[src/rtl/acc_core_pkg.sv]
package acc_core_pkg;

  localparam logic [3:0] OPC_LOAD  = 4'd1;
  localparam logic [3:0] OPC_STORE = 4'd2;
  localparam logic [3:0] OPC_ADD   = 4'd3;
  localparam logic [3:0] OPC_CMP   = 4'd4;
  localparam logic [3:0] OPC_JUMP  = 4'd5;
  localparam logic [3:0] OPC_HALT  = 4'd15;

  typedef enum logic [3:0] {
    PH_FETCH_MAR,
    PH_FETCH_READ,
    PH_FETCH_CAPT,
    PH_DECODE,
    PH_EXEC,
    PH_MEM_READ,
    PH_MEM_BACK,
    PH_MEM_WRITE,
    PH_HALT
  } phase_e;

  typedef struct packed {
    logic marFromPc;
    logic marFromOpd;
    logic memRead;
    logic memWrite;
    logic mdrCapture;
    logic pcInc;
    logic irLoad;
    logic accAdd;
    logic accLoad;
    logic flagsSet;
    logic pcJump;
  } ctrl_t;

endpackage

[src/rtl/acc_control.sv]
module acc_control
  import acc_core_pkg::*;
#(
  parameter int OP_W = 4
) (
  input  logic            clk,
  input  logic            rstN,
  input  logic [OP_W-1:0] opcode,
  output ctrl_t           ctrl,
  output logic            halted
);

  phase_e phase, phaseNxt;

  always_ff @(posedge clk) begin
    if (!rstN) phase <= PH_FETCH_MAR;
    else       phase <= phaseNxt;
  end

  always_comb begin
    ctrl     = '0;
    phaseNxt = phase;
    case (phase)
      PH_FETCH_MAR: begin
        ctrl.marFromPc = 1'b1;
        phaseNxt = PH_FETCH_READ;
      end
      PH_FETCH_READ: begin
        ctrl.memRead = 1'b1;
        phaseNxt = PH_FETCH_CAPT;
      end
      PH_FETCH_CAPT: begin
        ctrl.mdrCapture = 1'b1;
        ctrl.pcInc      = 1'b1;
        phaseNxt = PH_DECODE;
      end
      PH_DECODE: begin
        ctrl.irLoad = 1'b1;
        phaseNxt = PH_EXEC;
      end
      PH_EXEC: begin
        phaseNxt = PH_FETCH_MAR;
        case (opcode)
          OPC_LOAD: begin
            ctrl.marFromOpd = 1'b1;
            phaseNxt = PH_MEM_READ;
          end
          OPC_STORE: begin
            ctrl.marFromOpd = 1'b1;
            phaseNxt = PH_MEM_WRITE;
          end
          OPC_ADD:  ctrl.accAdd   = 1'b1;
          OPC_CMP:  ctrl.flagsSet = 1'b1;
          OPC_JUMP: ctrl.pcJump   = 1'b1;
          OPC_HALT: phaseNxt = PH_HALT;
          default:  phaseNxt = PH_FETCH_MAR;
        endcase
      end
      PH_MEM_READ: begin
        ctrl.memRead = 1'b1;
        phaseNxt = PH_MEM_BACK;
      end
      PH_MEM_BACK: begin
        ctrl.mdrCapture = 1'b1;
        ctrl.accLoad    = 1'b1;
        phaseNxt = PH_FETCH_MAR;
      end
      PH_MEM_WRITE: begin
        ctrl.memWrite = 1'b1;
        phaseNxt = PH_FETCH_MAR;
      end
      PH_HALT:  phaseNxt = PH_HALT;
      default:  phaseNxt = PH_FETCH_MAR;
    endcase
  end

  assign halted = (phase == PH_HALT);

  AST_HALT_STICKY: assert property (@(posedge clk) disable iff (!rstN)
    phase == PH_HALT |=> phase == PH_HALT && ctrl == '0);
  AST_EXEC_AFTER_DECODE: assert property (@(posedge clk) disable iff (!rstN)
    phase == PH_DECODE |=> phase == PH_EXEC);
  AST_CAPT_AFTER_READ: assert property (@(posedge clk) disable iff (!rstN)
    phase == PH_FETCH_READ |=> ctrl.mdrCapture && ctrl.pcInc);

endmodule

[src/rtl/acc_datapath.sv]
module acc_datapath
  import acc_core_pkg::*;
#(
  parameter int DATA_W = 16,
  parameter int ADDR_W = 12,
  parameter int OP_W   = 4
) (
  input  logic              clk,
  input  logic              rstN,
  input  ctrl_t             ctrl,
  input  logic [DATA_W-1:0] memRdata,
  output logic [ADDR_W-1:0] memAddr,
  output logic              memRd,
  output logic              memWr,
  output logic [DATA_W-1:0] memWdata,
  output logic [OP_W-1:0]   opcode,
  output logic [ADDR_W-1:0] dbgPc,
  output logic [DATA_W-1:0] dbgAcc,
  output logic [ADDR_W-1:0] dbgMar,
  output logic [DATA_W-1:0] dbgMdr,
  output logic [DATA_W-1:0] dbgIr,
  output logic              dbgEq,
  output logic              dbgLt
);

  localparam int PAD_W = DATA_W - ADDR_W;

  logic [ADDR_W-1:0] pc, mar;
  logic [DATA_W-1:0] acc, mdr, ir;
  logic              eqFlag, ltFlag;
  logic [ADDR_W-1:0] operand;
  logic [DATA_W-1:0] opdExt;

  assign operand = ir[ADDR_W-1:0];
  assign opcode  = ir[DATA_W-1 -: OP_W];
  assign opdExt  = {{PAD_W{1'b0}}, operand};

  always_ff @(posedge clk) begin
    if (!rstN) begin
      pc <= '0; mar <= '0; acc <= '0; mdr <= '0; ir <= '0;
      eqFlag <= 1'b0; ltFlag <= 1'b0;
    end else begin
      if (ctrl.marFromPc)       mar <= pc;
      else if (ctrl.marFromOpd) mar <= operand;
      if (ctrl.mdrCapture) mdr <= memRdata;
      if (ctrl.pcInc)       pc <= pc + 1'b1;
      else if (ctrl.pcJump) pc <= operand;
      if (ctrl.irLoad) ir <= mdr;
      if (ctrl.accAdd)       acc <= acc + opdExt;
      else if (ctrl.accLoad) acc <= memRdata;
      if (ctrl.flagsSet) begin
        eqFlag <= (acc == opdExt);
        ltFlag <= (acc < opdExt);
      end
    end
  end

  assign memAddr  = mar;
  assign memRd    = ctrl.memRead;
  assign memWr    = ctrl.memWrite;
  assign memWdata = acc;
  assign dbgPc    = pc;
  assign dbgAcc   = acc;
  assign dbgMar   = mar;
  assign dbgMdr   = mdr;
  assign dbgIr    = ir;
  assign dbgEq    = eqFlag;
  assign dbgLt    = ltFlag;

  AST_PC_STEP: assert property (@(posedge clk) disable iff (!rstN)
    ctrl.pcInc |=> pc == ADDR_W'($past(pc) + 1'b1));
  AST_JUMP_TARGET: assert property (@(posedge clk) disable iff (!rstN)
    ctrl.pcJump |=> pc == $past(operand));
  AST_CMP_KEEPS_ACC: assert property (@(posedge clk) disable iff (!rstN)
    ctrl.flagsSet |=> $stable(acc));
  AST_FETCH_ADDR: assert property (@(posedge clk) disable iff (!rstN)
    ctrl.marFromPc |=> memRd && memAddr == $past(pc));
  AST_NO_RD_WR_CLASH: assert property (@(posedge clk) disable iff (!rstN)
    memRd |-> !memWr);

endmodule

[src/rtl/acc_core.sv]
module acc_core #(
  parameter int DATA_W = 16,
  parameter int ADDR_W = 12,
  parameter int OP_W   = DATA_W - ADDR_W
) (
  input  logic              clk,
  input  logic              rstN,
  output logic [ADDR_W-1:0] memAddr,
  output logic              memRd,
  output logic              memWr,
  output logic [DATA_W-1:0] memWdata,
  input  logic [DATA_W-1:0] memRdata,
  output logic              halted,
  output logic [ADDR_W-1:0] dbgPc,
  output logic [DATA_W-1:0] dbgAcc,
  output logic [ADDR_W-1:0] dbgMar,
  output logic [DATA_W-1:0] dbgMdr,
  output logic [DATA_W-1:0] dbgIr,
  output logic              dbgEq,
  output logic              dbgLt
);

  acc_core_pkg::ctrl_t ctrl;
  logic [OP_W-1:0]     opcode;

  acc_control #(.OP_W(OP_W)) uCtrl (
    .clk(clk), .rstN(rstN), .opcode(opcode), .ctrl(ctrl), .halted(halted)
  );

  acc_datapath #(.DATA_W(DATA_W), .ADDR_W(ADDR_W), .OP_W(OP_W)) uPath (
    .clk(clk), .rstN(rstN), .ctrl(ctrl), .memRdata(memRdata),
    .memAddr(memAddr), .memRd(memRd), .memWr(memWr), .memWdata(memWdata),
    .opcode(opcode), .dbgPc(dbgPc), .dbgAcc(dbgAcc), .dbgMar(dbgMar),
    .dbgMdr(dbgMdr), .dbgIr(dbgIr), .dbgEq(dbgEq), .dbgLt(dbgLt)
  );

endmodule

[config.mk]
export PLATFORM = sky130hd
export DESIGN_NAME = acc_core
export DESIGN_NICKNAME = d
export VERILOG_FILES = /design/src/rtl/acc_core_pkg.sv /design/src/rtl/acc_control.sv /design/src/rtl/acc_datapath.sv /design/src/rtl/acc_core.sv
export SDC_FILE = /design/constraint.sdc
export NUM_CORES = 1
export LEC_CHECK = 0
export ABC_AREA = 0
export BUFFER_PORTS_ARGS = -buffer_cell sky130_fd_sc_hd__buf_4
export CAP_MARGIN = 20
export CORE_UTILIZATION = 25
export DETAILED_ROUTE_END_ITERATION = 8
export SLEW_MARGIN = 0
export SYNTH_ARGS = -nofsm -noshare
export SYNTH_HDL_FRONTEND = slang
export SYNTH_SLANG_ARGS = --single-unit
[constraint.sdc]
create_clock -name clk -period 2.2 [get_ports clk]
set_input_delay 0.22 -clock clk [delete_from_list [all_inputs] [get_ports clk]]
set_output_delay 0.22 -clock clk [all_outputs]
set_load 0.01 [all_outputs]
**Word-level counts from Yosys, hierarchy flattened**

Index checks and enable logic that the tools add are counted.

- Bitwise logic cells: 0
- Multipliers: 0
- Magnitude comparators: 1
- Add/subtract/negate cells: 2
- Muxes and demuxes: 22
- Divide/modulo/power cells: 0
- Equality and inequality tests: 15
- Shift-type cells: 0
- Reductions and logical operators: 7

Operators with widths:

| kind | count |
|---|---|
| 12-bit two-way mux | 4 |
| 16-bit two-way mux | 2 |
| 4-bit one-hot mux with 7 select lines | 1 |
| 4-bit by 3-bit == test with 1-bit output (second input constant) | 6 |
| 16-bit by 12-bit adder with 16-bit output | 1 |
| 16-bit by 12-bit == test with 1-bit output | 1 |
| 4-bit by 2-bit == test with 1-bit output (second input constant) | 4 |
| 16-bit by 12-bit less-than comparator with 1-bit output | 1 |
| 1-bit two-way mux | 13 |
| 12-bit by 1-bit adder with 12-bit output (second input constant) | 1 |
| 4-bit one-hot mux with 3 select lines | 1 |
| 4-bit by 1-bit == test with 1-bit output (second input constant) | 2 |
| 4-bit == test (second input constant) | 2 |
| 2-bit nonzero test | 3 |
| 2-bit OR reduction | 3 |
| 4-bit logical NOT | 1 |
| 2-bit two-way mux | 1 |

- Memories kept: 0
- Bits in registers: 78
- Bits in latches: 0
- Word-level logic and storage cells: 55
- Input port bits: 18
- Memory bits (read-only): 0
- RAM bits: 0
- Output and inout port bits: 105

**Depth between registers and ports, before layout**

Gate-level depths: netlist of run 1.

- Depth after elaboration: 6
- Depth in mapped cells: 8
- Mapped depth without buffers: 8

**By module**

From an unflattened synthesis of run 1, not the netlist that was laid out.

- Cells, all modules: 569
- Area total of the unflattened synthesis: 4790.8 um^2

By module, submodules not included:

| module | instances | sequential area each (um^2) | area an instance (um^2) | cells each |
|---|---|---|---|---|
| acc_datapath | 1 | 1481.4 | 4421.7 | 525 |
| acc_control | 1 | 80.1 | 369.1 | 44 |

**Least setup slack after synthesis of run 1**

Ideal clock, no wire load.

- Path kind: flip-flop to flip-flop
- Start: register uPath.ir[6], in the netlist uPath.dbgIr[6]
- End: register uPath.acc[14], in the netlist uPath.dbgAcc[14]
- Slack: -55 ps
- Arrival time: 2181 ps
- Stages on the path, launching flop included: 9
- Required time: 2126 ps
- Path buffers: 1
- Clock period less this slack: 2255 ps
- Cell sequence: dfxtp_1 inv_1 ha_1 buf_6 or4_4 a21oi_2 o41ai_2 or4_1 a31oi_1

- Longest elaborated chain between the ends: 2

Ends and longest elaborated chain:

| item | line | source |
|---|---|---|
| start, declared | acc_datapath.sv:29 | `logic [DATA_W-1:0] acc, mdr, ir;` |
| start signal, assigned | acc_datapath.sv:48 | `if (ctrl.irLoad) ir <= mdr;` |
| 16-bit by 12-bit adder with 16-bit output | acc_datapath.sv:49 | `if (ctrl.accAdd) acc <= acc + opdExt;` |
| 16-bit two-way mux | acc_datapath.sv:49 |  |
| end signal, assigned | acc_datapath.sv:49 |  |
| end signal, assigned | acc_datapath.sv:50 | `else if (ctrl.accLoad) acc <= memRdata;` |
| end, declared | acc_datapath.sv:29 |  |

Every way passes these cells.
A chain may end at the register's enable or synchronous reset.

**Worst setup path in the final report of run 1**

- Start: register uPath.ir[8], in the netlist uPath.dbgIr[8]
- End: register uPath.acc[14], in the netlist uPath.dbgAcc[14]

Same word-level chain as after synthesis.

==> flow_summary.ini, run 1 <==
[timing]
setup-violations-final = 0
hold_viol = 0
rsz0062_at_grt = true
fmax_mhz = 461.6
setup_slack_ps = 33.78
slew_headroom_pct = 72.48
setup_tns_ps = 0
final_max_slew_viol_count = 0
finalCriticalPeriod_ps = 2166
tightest_slew_ps = 412.2
skew_ps = 7.472
timing.final.crit_share_pct = 98.46

[floorplan]
die_w_um = 135.7
boundaryPins = 123
rows = 48
die_area_um2 = 18430
core_area_um2 = 17360
chipHeight_um = 135.7
start_util_pct = 25.76

[place]
dp_worst_setup_slack_ps = -58.58
placed_area_um2 = 5832
hpwl_um = 11940
placed_cells = 914
gp_congestion = 0.8653
portBuffers = 122

[setup_path]
crit_path_max_fanout = 3
end_kind = register
max_stage_delay_ps = 530
crit_type = reg2reg
worstReg2RegStart = uPath.dbgIr[8]$_SDFFE_PN0P_
regToRegEndpoint = uPath.dbgAcc[14]$_SDFFE_PN0P_
setup.worst_path.start = uPath.dbgIr[8]$_SDFFE_PN0P_
startpoint_type = register
r2r_setup_slack_ps = 30
crit_slowest_cell = or4_4
ff2ff_path_depth = 7
arrival_ps = 2450
critical_path.cell_chain = inv_1, ha_4, or4_4, a21oi_4, o41ai_4, or4_1, a31oi_1
required_ps = 2480

[final_layout]
fin_nets = 746
post-route-cell-area_um2 = 6267
layout-drive-gt1-share_pct = 34.37
diodes = 0
fillers = 1820
instances_no_fill = 932
syn_to_final_growth_pct = 40.15
regArea_um2 = 1567
multi_input_area_um2 = 2580

[logic_synthesis]
synth-edff-count = 0
syn_area_um2 = 4472
synthCells = 560
synthArstFlopShare_pct = 0
yosys_register_bits = 78
syn_area_per_cell_um2 = 7.985
seq_area_frac_synth_pct = 34.92
synth_flop_cell = dfxtp_1
yosysUniqueCellTypes = 63
synth_area_leader_cell = dfxtp_1
ys_warn_count = 0
ys_top_cells_by_area = dfxtp_1, a21oi_1, ha_1, nand2_1, nor2_1
synth_top_area_share_pct = 34.92
synth_nets = 604

[clock_network]
clock-root-buffer = clkbuf_16
cts_buffer_depth = 2
cts.clk_slew.worst_paths_ps = 60
cts_hold_buf = 0
cts_tree = done
numCtsBuffers = 9
htree_levels = 3
cts.sinks = 78
clk_latency_ps = 350

[min_path]
hp-start = memRdata[0]
hold_path_class = in2reg
hold_path_depth = 3
hold_end = uPath.dbgMdr[0]$_SDFFE_PN0P_

[route]
via_count = 4406
drt_iter0_drc = 274
post_drt_wl_per_cell_um = 16.50
antenna_left = 0
vias_per_cell = 4.727
drtPass1Iterations = 5
wl_um = 15380
drc_errors = 0

[flow_run]
maxCapViolCount = 0

[grt]
grt_pass1_vias = 4042
grt_pass1_wl_um = 23130
grt-ovfl-total = 0
antenna_found_initial = 0
grt_use_total_pct = 16.84
grt_max_degree = 69

[power]
peakVddDrop_mv = 0.3979
p_leak_nw = 2.690
power_density_nw_per_um2 = 547.2

[outcome]
status = finished clean
[per-stage QoR]
step / total power, mW / hold slack (ps) / utilization [%]
floorplan: 1.756 / 356.0 / -
global placement: 1.933 / 463.6 / 33.60
detailed placement: 1.937 / 465.1 / 33.60
CTS: 3.458 / 129.4 / 35.46
global route: 3.561 / 132.9 / 36.11
finish: 3.430 / 134.3 / 36.11
[Yosys cell counts (2+ instances only)]
| cell | n |
|---|---|
| a2111oi_0 | 3 |
| a211oi_1 | 25 |
| a21o_1 | 2 |
| a21oi_1 | 64 |
| a22oi_1 | 4 |
| a311oi_1 | 2 |
| a31oi_1 | 4 |
| and2_1 | 2 |
| and3_1 | 4 |
| buf_2 | 7 |
| buf_4 | 30 |
| buf_6 | 2 |
| clkbuf_1 | 18 |
| dfxtp_1 | 78 |
| ha_1 | 25 |
| inv_1 | 24 |
| mux2_2 | 4 |
| mux2i_1 | 8 |
| nand2_1 | 80 |
| nand2b_1 | 2 |
| nand3_1 | 16 |
| nand4_1 | 5 |
| nor2_1 | 61 |
| nor2b_1 | 5 |
| nor3_1 | 12 |
| nor4_1 | 2 |
| o211ai_1 | 8 |
| o21ai_0 | 14 |
| o21bai_1 | 2 |
| or4_1 | 2 |
| or4_4 | 2 |
| xnor2_1 | 9 |
| xor2_1 | 4 |
[placed cells by master (no fill, tap or decap), types with 3 or more instances in the layout]
cell type,synthesis,final
a21oi_1,64,63
mux2_2,4,4
nor2b_1,5,5
nand3_1,16,16
nand2_1,80,80
nand4_1,5,5
clkinv_2,0,3
inv_1,24,22
ha_4,0,4
dfxtp_1,78,74
xor2_1,4,4
inv_2,1,3
a2111oi_0,3,3
a211oi_1,25,25
and3_1,4,4
mux2i_1,8,8
a31oi_1,4,4
a22oi_1,4,4
o211ai_1,8,8
o21ai_0,14,12
nor3_1,12,11
dfxtp_2,0,4
ha_1,25,19
clkbuf_16,0,9
nor2_1,61,61
xnor2_1,9,9
buf_4,30,185
[worst max path at each step]
stage / to / slack [ps] / cells past startpoint
detailed placement: uPath.dbgAcc[12]$_SDFFE_PN0P_ / -60 / 8
finish: uPath.dbgAcc[14]$_SDFFE_PN0P_ / 30 / 7
floorplan: uPath.dbgAcc[14]$_SDFFE_PN0P_ / 1 / 8
global route: uPath.dbgAcc[14]$_SDFFE_PN0P_ / -30 / 7
CTS: uPath.dbgAcc[14]$_SDFFE_PN0P_ / -20 / 7
global placement: uPath.dbgAcc[12]$_SDFFE_PN0P_ / -20 / 8
[sequential cells by signal, summed over array words and instances, names as in the netlist]
signal / flops
uPath.dbgIr: 16
uPath.dbgPc: 12
uPath.dbgLt: 1
uPath.dbgMar: 12
uPath.dbgAcc: 16
uPath.dbgMdr: 16
uPath.dbgEq: 1
uCtrl.phase: 4
[critical path, delay by kind of cell (launching register included)]
family          cells  cell delay (ps)
simple gates        2             1010
compound gates      3              440
flops               1              320
fa+ha+maj           1              220
buf+inv             1              110
[routing by layer]
layer | track usage, % | part of all wire, %
met5 | 0 | 0
met4 | 3.808 | 1.1
met3 | 3.816 | 5.4
met2 | 24.74 | 43
met1 | 24.57 | 51
[power by group]
| part | total (mW) | leakage [nW] | internal [mW] | switching [mW] |
|---|---|---|---|---|
| Clock | 1.53 | 0.152 | 0.935 | 0.591 |
| Combinational | 0.400 | 1.90 | 0.183 | 0.217 |
| Sequential | 1.50 | 0.634 | 1.46 | 0.0454 |
[layout make-up]
type / instances / area share (%)
Clock inverter: 4 / 0.7187
Tap cell: 225 / 4.492
Clock buffer: 12 / 4.093
Multi-Input combinational cell: 399 / 41.17
Sequential cell: 78 / 24.99
Timing Repair Buffer: 188 / 22.98
Inverter: 26 / 1.557
[repair_timing]
action,in CTS,in global routing
setup endpoints to repair,2,7
pin swaps,1,7
buffers inserted,0,2
gates resized for setup,3,19
[kinds of logic (layout without fill, tap and decap cells)]
family	count (synthesis)	in the layout	share of synthesized area, %
flops	78	78	34.92
buf+inv	83	230	10.02
mux	13	13	3.134
simple gates	203	203	20.87
xor+xnor	13	13	2.546
compound gates	144	144	21.07
fa+ha+maj	26	26	7.443
(Power assumes the default switching activity.)
==> inputs of run 2 (changes only) <==
--- a/config.mk
+++ b/config.mk
@@ -8,8 +8,9 @@
 export ABC_AREA = 0
 export BUFFER_PORTS_ARGS = -buffer_cell sky130_fd_sc_hd__buf_4
 export CAP_MARGIN = 20
-export CORE_UTILIZATION = 25
+export CORE_UTILIZATION = 48
 export DETAILED_ROUTE_END_ITERATION = 8
+export PLACE_DENSITY = 0.77
 export SLEW_MARGIN = 0
 export SYNTH_ARGS = -nofsm -noshare
 export SYNTH_HDL_FRONTEND = slang
==> flow_summary.ini, run 2 (synthesized netlist as in run 1, its figures left out) <==
[outcome]
status = finished with violations
violations = DRC

[route]
drt_iter0_drc = 286
post_drt_wl_per_cell_um = 17.76
drtPass1Iterations = 9
via_count = 4656
antenna_left = 0
vias_per_cell = 5.784
drc_errors = 8
wl_um = 14300

[clock_network]
cts_hold_buf = 0
cts_tree = done
htree_levels = 3
cts.clk_slew.worst_paths_ps = 90
clock-root-buffer = clkbuf_8
clk_latency_ps = 360
cts.sinks = 78
numCtsBuffers = 9
cts_buffer_depth = 2

[min_path]
hold_path_class = in2reg
hp-start = memRdata[7]
hold_path_depth = 3

[timing]
tightest_slew_ps = 416.4
setup-violations-final = 0
slew_headroom_pct = 71.52
fmax_mhz = 460.3
timing.final.crit_share_pct = 98.76
final_max_slew_viol_count = 0
rsz0062_at_grt = true
setup_tns_ps = 0
setup_slack_ps = 27.33
holdWs_ps = 109.8
finalCriticalPeriod_ps = 2173
skew_ps = 12.62
hold_viol = 0

[setup_path]
arrival_ps = 2470
crit_type = reg2reg
required_ps = 2500
ff2ff_path_depth = 7
setup.worst_path.start = uPath.dbgIr[6]$_SDFFE_PN0P_
startpoint_type = register
worstReg2RegStart = uPath.dbgIr[6]$_SDFFE_PN0P_
crit_path_max_fanout = 3
end_kind = register

[final_layout]
regArea_um2 = 1573
fin_nets = 736
syn_to_final_growth_pct = 35.48
post-route-cell-area_um2 = 6058
multi_input_area_um2 = 2653
diodes = 0
fillers = 753
layout_common_cells = buf_4, nand2_1, dfxtp_1
mostFrequentLayoutCell = buf_4
layout-drive-gt1-share_pct = 35.58

[place]
gp_congestion = 0.9223
portBuffers = 122
placed_area_um2 = 5623
dp_worst_setup_slack_ps = -44.42
hpwl_um = 10480

[flow_run]
maxCapViolCount = 0

[power]
switchingPower_mw = 0.8235
p_leak_nw = 2.619
seqPwrFrac_pct = 48.4
pwr-share-clk_pct = 38.9
combPwrFrac_pct = 12.7
intPower_mw = 2.279
swShare_pct = 26.54
p_total_mw = 3.103
peakVddDrop_mv = 0.3610
power_density_nw_per_um2 = 512.2

[floorplan]
rows = 34
core_area_um2 = 8891
die_w_um = 98.52
die_area_um2 = 9706
chipHeight_um = 98.52
start_util_pct = 50.30
boundaryPins = 123

[grt]
grt-ovfl-total = 0
antenna_found_initial = 0
grt_pass1_vias = 4036
grt_pass1_wl_um = 21430
grt_max_degree = 69
grt_use_total_pct = 28.46
run 2: cell types whose count changed in the layout (fill, tap and decap cells not counted), moves of 5 or more:
cell       delta
dfxtp_2       +5
clkbuf_16     -9
clkbuf_8      +7
dfxtp_1       -5
buf_4        -11
run 2: layout make-up:
| cell class | instances | area share, % |
|---|---|---|
| tap | 108 | 2.230 |
| clock buffer | 9 | 2.045 |
| inverter | 26 | 1.611 |
| clock inverter | 7 | 1.632 |
| multi-input combinational | 399 | 43.78 |
| sequential | 78 | 25.96 |
| timing repair buffer | 178 | 22.74 |
run 2: routing by layer:
| layer | part of all wire (%) | track usage [%] | wire, µm |
|---|---|---|---|
| met5 | 0 | 0 | 0 |
| met4 | 2.5 | 12.06 | 359 |
| met3 | 6.7 | 3.830 | 957 |
| met2 | 45 | 42.15 | 6471 |
| met1 | 46 | 41.39 | 6509 |
run 2: timing repair:
item / CTS / global route
endpoints found under the setup margin: 1 / 8
gates resized for setup: 3 / 37
setup buffers: 0 / 2
pin swaps: 1 / 11
run 2: path summary, 6_finish.rpt:
| kind | slack [ps] | to |
|---|---|---|
| setup / recovery | 30 | uPath.dbgAcc[14]$_SDFFE_PN0P_ |
| hold / removal | 110 | uPath.dbgMdr[7]$_SDFFE_PN0P_ |
| setup reg to reg | 30 | uPath.dbgAcc[14]$_SDFFE_PN0P_ |
| hold reg to reg | 470 | uPath.dbgMdr[1]$_SDFFE_PN0P_ |
run 2: worst max-delay path, cell delays in order (launching register included):
cell and delay (ps):
dfxtp_2 340, inv_2 50, ha_4 210, or4_4 540, a21oi_4 170, o41ai_4 110
or4_1 520, a31oi_1 170
run 2: power groups by stage:
stage,sequential (mW),clock [mW],combinational [mW]
global route,1.51,1.29,0.429
global placement,1.53,0,0.381
floorplan,1.54,0,0.216
detailed placement,1.53,0,0.389
CTS,1.50,1.23,0.390
finish,1.50,1.21,0.394
run 2: metrics by stage:
stage / util, % / cells
floorplan: - / 560
global placement: 63.24 / 787
detailed placement: 63.24 / 787
CTS: 65.93 / 803
global route: 68.14 / 805
finish: 68.14 / 805
